<file path="src/rtl/cbg_pkg.sv">
package cbg_pkg;
   localparam int unsigned CBG_NUM_DIR = 2;
   localparam int unsigned CBG_DIR_TX  = 0;
   localparam int unsigned CBG_DIR_RX  = 1;
   typedef logic [CBG_NUM_DIR-1:0] cbg_dir_vec_t;
endpackage

</file>
<file path="src/rtl/cbg_enable_reg.sv">
module cbg_enable_reg #(
   parameter int unsigned         NUM_DIR   = 2,
   parameter logic [NUM_DIR-1:0]  RESET_VAL = '1
) (
   input  logic               clk,
   input  logic               rst_n,
   input  logic               wr_hit,
   input  logic [NUM_DIR-1:0] wr_bits,
   output logic [NUM_DIR-1:0] en
);
   always_ff @(posedge clk or negedge rst_n) begin
      if (!rst_n)      en <= RESET_VAL;
      else if (wr_hit) en <= wr_bits;
   end


   en_load_chk: assert property (@(posedge clk) disable iff (!rst_n)
      wr_hit |=> en == $past(wr_bits));

   en_hold_chk: assert property (@(posedge clk) disable iff (!rst_n)
      !wr_hit |=> $stable(en));
endmodule

</file>
<file path="src/rtl/cbg_busy_gate.sv">
module cbg_busy_gate (
   input  logic clk,
   input  logic rst_n,
   input  logic raw_busy,
   input  logic enable,
   output logic gated
);
   assign gated = raw_busy & enable;


   gate_silent_chk: assert property (@(posedge clk) disable iff (!rst_n)
      !enable |-> !gated);

   gate_source_chk: assert property (@(posedge clk) disable iff (!rst_n)
      gated |-> raw_busy);
endmodule

</file>
<file path="src/rtl/cbg_read_port.sv">
module cbg_read_port #(
   parameter int unsigned DATA_W    = 32,
   parameter int unsigned NUM_DIR   = 2,
   parameter int unsigned EN_LSB    = 4,
   parameter int unsigned STAT_LSB  = 0,
   parameter int unsigned OWNER_BIT = 2
) (
   input  logic               clk,
   input  logic               rst_n,
   input  logic               rd_hit,
   input  logic               rd_any,
   input  logic [NUM_DIR-1:0] en,
   input  logic [NUM_DIR-1:0] status,
   input  logic               owner,
   output logic [DATA_W-1:0]  rdata
);
   localparam logic [DATA_W-1:0] ONE       = {{(DATA_W-1){1'b0}}, 1'b1};
   localparam logic [DATA_W-1:0] DIR_ONES  = (ONE << NUM_DIR) - ONE;
   localparam logic [DATA_W-1:0] LIVE_MASK =
      (DIR_ONES << EN_LSB) | (DIR_ONES << STAT_LSB) | (ONE << OWNER_BIT);

   logic [DATA_W-1:0] word;

   always_comb begin
      word = '0;
      for (int i = 0; i < int'(NUM_DIR); i++) begin
         word[EN_LSB + i]   = en[i];
         word[STAT_LSB + i] = status[i];
      end
      word[OWNER_BIT] = owner;
   end

   always_ff @(posedge clk or negedge rst_n) begin
      if (!rst_n)      rdata <= '0;
      else if (rd_hit) rdata <= word;
      else             rdata <= '0;
   end


   rd_reserved_chk: assert property (@(posedge clk) disable iff (!rst_n)
      1'b1 |=> (rdata & ~LIVE_MASK) == '0);

   rd_owner_chk: assert property (@(posedge clk) disable iff (!rst_n)
      rd_hit |=> rdata[OWNER_BIT] == $past(owner));

   rd_idle_chk: assert property (@(posedge clk) disable iff (!rst_n)
      !rd_any |=> rdata == '0);
endmodule

</file>
<file path="src/rtl/calbusy_gate_regs.sv">
module calbusy_gate_regs
   import cbg_pkg::*;
#(
   parameter int unsigned         ADDR_W    = 10,
   parameter int unsigned         DATA_W    = 32,
   parameter logic [ADDR_W-1:0]   CTRL_ADDR = 10'h281,
   parameter int unsigned         EN_LSB    = 4,
   parameter int unsigned         STAT_LSB  = 0,
   parameter int unsigned         OWNER_BIT = 2,
   parameter logic [CBG_NUM_DIR-1:0] EN_RESET = '1
) (
   input  logic              clk,
   input  logic              rst_n,
   input  logic [ADDR_W-1:0] cfg_addr,
   input  logic              cfg_write,
   input  logic [DATA_W-1:0] cfg_wdata,
   input  logic              cfg_read,
   output logic [DATA_W-1:0] cfg_rdata,
   input  logic              phy_cal_busy,
   input  logic              engine_owns_bus,
   output logic              tx_cal_busy,
   output logic              rx_cal_busy
);
   localparam int unsigned NUM_DIR = CBG_NUM_DIR;

   if (EN_LSB + NUM_DIR > DATA_W || STAT_LSB + NUM_DIR > DATA_W ||
       OWNER_BIT >= DATA_W) begin : g_bad_width
      $error("calbusy_gate_regs: field does not fit in DATA_W");
   end
   if ((OWNER_BIT >= EN_LSB && OWNER_BIT < EN_LSB + NUM_DIR) ||
       (OWNER_BIT >= STAT_LSB && OWNER_BIT < STAT_LSB + NUM_DIR) ||
       (EN_LSB < STAT_LSB + NUM_DIR && STAT_LSB < EN_LSB + NUM_DIR)) begin : g_bad_layout
      $error("calbusy_gate_regs: register fields overlap");
   end

   logic         wr_hit, rd_hit;
   cbg_dir_vec_t en, gated, wr_bits;
   logic         unused_wdata;

   assign wr_hit       = cfg_write && (cfg_addr == CTRL_ADDR);
   assign rd_hit       = cfg_read  && (cfg_addr == CTRL_ADDR);
   assign wr_bits      = cfg_wdata[EN_LSB +: NUM_DIR];
   assign unused_wdata = ^cfg_wdata;

   cbg_enable_reg #(
      .NUM_DIR   (NUM_DIR),
      .RESET_VAL (EN_RESET)
   ) u_en (
      .clk     (clk),
      .rst_n   (rst_n),
      .wr_hit  (wr_hit),
      .wr_bits (wr_bits),
      .en      (en)
   );

   for (genvar d = 0; d < NUM_DIR; d++) begin : g_dir
      cbg_busy_gate u_gate (
         .clk      (clk),
         .rst_n    (rst_n),
         .raw_busy (phy_cal_busy),
         .enable   (en[d]),
         .gated    (gated[d])
      );
   end

   assign tx_cal_busy = gated[CBG_DIR_TX];
   assign rx_cal_busy = gated[CBG_DIR_RX];

   cbg_read_port #(
      .DATA_W    (DATA_W),
      .NUM_DIR   (NUM_DIR),
      .EN_LSB    (EN_LSB),
      .STAT_LSB  (STAT_LSB),
      .OWNER_BIT (OWNER_BIT)
   ) u_rd (
      .clk    (clk),
      .rst_n  (rst_n),
      .rd_hit (rd_hit),
      .rd_any (cfg_read),
      .en     (en),
      .status (gated),
      .owner  (engine_owns_bus),
      .rdata  (cfg_rdata)
   );


   tx_follow_chk: assert property (@(posedge clk) disable iff (!rst_n)
      (phy_cal_busy && en[CBG_DIR_TX]) |-> tx_cal_busy);

   rx_follow_chk: assert property (@(posedge clk) disable iff (!rst_n)
      (phy_cal_busy && en[CBG_DIR_RX]) |-> rx_cal_busy);

   miss_read_chk: assert property (@(posedge clk) disable iff (!rst_n)
      (cfg_read && cfg_addr != CTRL_ADDR) |=> cfg_rdata == '0);

   stat_read_chk: assert property (@(posedge clk) disable iff (!rst_n)
      rd_hit |=> cfg_rdata[STAT_LSB +: NUM_DIR] == $past(gated));
endmodule

</file>
<file path="config.mk">
export PLATFORM = sky130hd
export DESIGN_NAME = calbusy_gate_regs
export DESIGN_NICKNAME = d
export VERILOG_FILES = /design/src/rtl/cbg_pkg.sv /design/src/rtl/cbg_enable_reg.sv /design/src/rtl/cbg_busy_gate.sv /design/src/rtl/cbg_read_port.sv /design/src/rtl/calbusy_gate_regs.sv
export SDC_FILE = /design/constraint.sdc
export NUM_CORES = 1
export LEC_CHECK = 0
export BUFFER_PORTS_ARGS = -buffer_cell sky130_fd_sc_hd__buf_4
export CAP_MARGIN = 20
export CORE_MARGIN = 4
export CORE_UTILIZATION = 30
export DETAILED_ROUTE_END_ITERATION = 16
export PLACE_DENSITY_LB_ADDON = 0.2
export SLEW_MARGIN = 20
export SYNTH_ARGS = -nofsm -noshare
export SYNTH_HDL_FRONTEND = slang
export SYNTH_SLANG_ARGS = --single-unit
</file>
<file path="constraint.sdc">
create_clock -name clk -period 1.3 [get_ports clk]
set_input_delay 0.13 -clock clk [delete_from_list [all_inputs] [get_ports clk]]
set_output_delay 0.13 -clock clk [all_outputs]
set_load 0.02 [all_outputs]
</file>
==> run metrics <==
final hold vios=0; detailed placer's ending HPWL=841 um; pin count of the biggest net entering global routing=8; final worst path period need=1.38 ns; maximum VDD drop=0.254 mV; FF-to-FF setup slack=0.45 ns; Final nets=130; Max Slew Vio Count=0; CP endpoint kind=flop; Finished Cell Area=678 um^2; Pleak=0.390 nW; Post-DP Area=627 um^2; total CTS buffers=3; min-delay worst type=primary input to flop; initial antenna violation count=0; CP bufs+invs=1; die area=2450 um^2; wire per inst=9.79 um; Cell Rows=14; status=finished with violations; Worst-path clk slew=0.05 ns; failing checks=setup timing; Hold Crit Depth=2; core area=1560 um^2; Setup crit start kind=primary input; RSZ-0062 raised after global routing=true; Max Buffers Root-to-Sink=2; Critical R2R Launch=u_en.en[1]; area growth from synthesis to layout=31.2%; Max Cap Viol=0; skew final=0.000974 ns; Setup Fix Bufs, Post-CTS=0; dpl cells=92; Die Width=49.5 um; DR iter-0 viols=1; Seq cells post-synth=7; vias per cell=3.68; Pwr Total=0.540 mW; vias in the first global route=324; GP Congestion=0.641; critical path type=primary input to flop; DRC Markers=0; crit path DAT=1.55 ns; Post-Syn Area=517 um^2; GRT Residual Overflow=0; PD cells=797 nW/um^2; Routed Antenna Nets=0; critical path's slowest cell=or4b_4; Worst Hold Path EP=u_rd.rdata[2]; via count=357; Tcrit/Tclk final=106%; Crit. path cell count=4; Synth Instances=51; TNS Setup=-0.158 ns; port bufs=24; r2r worst-path depth=2; CTS HTree Levels=1; routed wire length=950 um; # diodes=0; Finished Core Util=43.5%; TritonCTS clock tree=built; fmax=0.725 GHz; crit-path max FO=2; cells along the critical path=buf_6 > or4b_4 > or4_4 > mux2_4; GRT Total Usage=7.55%; Setup WS post-layout=-0.0798 ns; DIE HEIGHT=49.5 um; r2r endpoint=u_rd.rdata[1]; Initial Util=33.1%; min-delay src=engine_owns_bus; clk sinks=7; share of cells above drive strength 1=44.4%; slowest stage delay, CP=0.51 ns; critical path required time=1.47 ns; clock latency on the worst-skew pair=0.24 ns; Final setup violation count=2; Syn Area/Cell=10.1 um^2; DRT Pass-1 Iters=2; Root Driver=clkbuf_4; Cell variety after synth=12; register area share after synthesis=34.4%; IO Pins=82; Yosys warning count=0; Worst path top cell family by delay=simple AND/OR/NAND/NOR gates; first-pass GRT wire length=1400 um; fin cells=97
==> registers in the layout (all words and copies together), names as in the netlist <==
| name | count |
|---|---|
| u_rd.rdata | 5 |
| u_en.en | 2 |
==> stage by stage <==
stage | setup WS, ns | hold WS, ns
2_1_floorplan | -0.219 | -0.166
3_3_place_gp | -0.346 | -0.0546
3_5_place_dp | -0.359 | -0.0521
4_1_cts | -0.0720 | 0.0836
5_1_grt | -0.0902 | 0.0896
6_report | -0.0798 | 0.0935
==> worst max-delay path by stage <==
stage,start,to,slack [ns]
after floorplan,cfg_addr[8],u_en.en[0],-0.22
after global placement,cfg_addr[8],u_en.en[0],-0.35
final,cfg_addr[8],u_en.en[1],-0.08
after detailed placement,cfg_addr[8],u_en.en[0],-0.36
after global routing,cfg_addr[8],u_en.en[0],-0.09
after CTS,cfg_addr[8],u_en.en[1],-0.07
==> cell usage after synthesis <==
library cell | count | area, um^2
and2_1 | 7 | 43.8
buf_4 | 27 | 203
conb_1 | 1 | 3.75
dfrtp_1 | 5 | 125
dfstp_2 | 2 | 52.6
inv_1 | 1 | 3.75
mux2_4 | 2 | 30.0
nand2b_1 | 1 | 6.26
nor4_1 | 1 | 6.26
or4_4 | 1 | 11.3
or4b_1 | 2 | 20.0
or4bb_1 | 1 | 11.3
==> power by group <==
group,leakage (nW),switching [mW],internal [mW]
clock,0.0150,0.0726,0.117
combinational,0.285,0.0853,0.0450
sequential,0.0905,0.000567,0.220
total,0.390,0.158,0.382
==> logic make-up (layout without fill, tap and decap cells) <==
group / Yosys count / count (layout) / share of synthesized area (%)
buffers and inverters: 28 / 32 / 40.0
flip-flops: 7 / 7 / 34.4
multiplexers: 2 / 2 / 5.81
other: 1 / 27 / 0.726
AND/OR/NAND/NOR: 13 / 13 / 19.1
==> layout make-up <==
cell class / count / area [um^2]
clock buffers: 4 / 26.3
multi-input cells: 42 / 238
fillers: 168 / 881
well taps: 16 / 20.0
flip-flops and latches: 7 / 178
repair buffers: 27 / 213
inverters: 1 / 3.75
==> timing repair <==
action                                 4_1_cts  5_1_grt
setup endpoints to repair                    2        2
endpoints found under the hold margin        7        0
gates resized for setup                      2        2
pin swaps                                    0        0
hold buffers                                 1        0
==> per-layer routing <==
metal  wire, um  vias to the layer above  GRT usage [%]
met1        274                      150           6.89
met4          7                        0           5.53
li1           -                      168              -
met3        206                        2           4.52
met2        461                       37           12.3
met5          0                        -              0
==> worst reg2reg max path: stages (launching register included) <==
cell and delay, ns:
dfstp_2 0.53, and2_1 0.13, and2_1 0.12
==> placed cells by master, fill, tap and decap left out, drive strengths merged <==
cell / count
or4bb: 1
clkbuf: 4
buf: 26
nand2b: 1
or4b: 2
inv: 1
dfstp: 2
and2: 7
conb: 27
nor4: 1
or4: 1
dlygate4sd3: 1
mux2: 2
dfrtp: 5
Power figures use the tool's default switching activity.
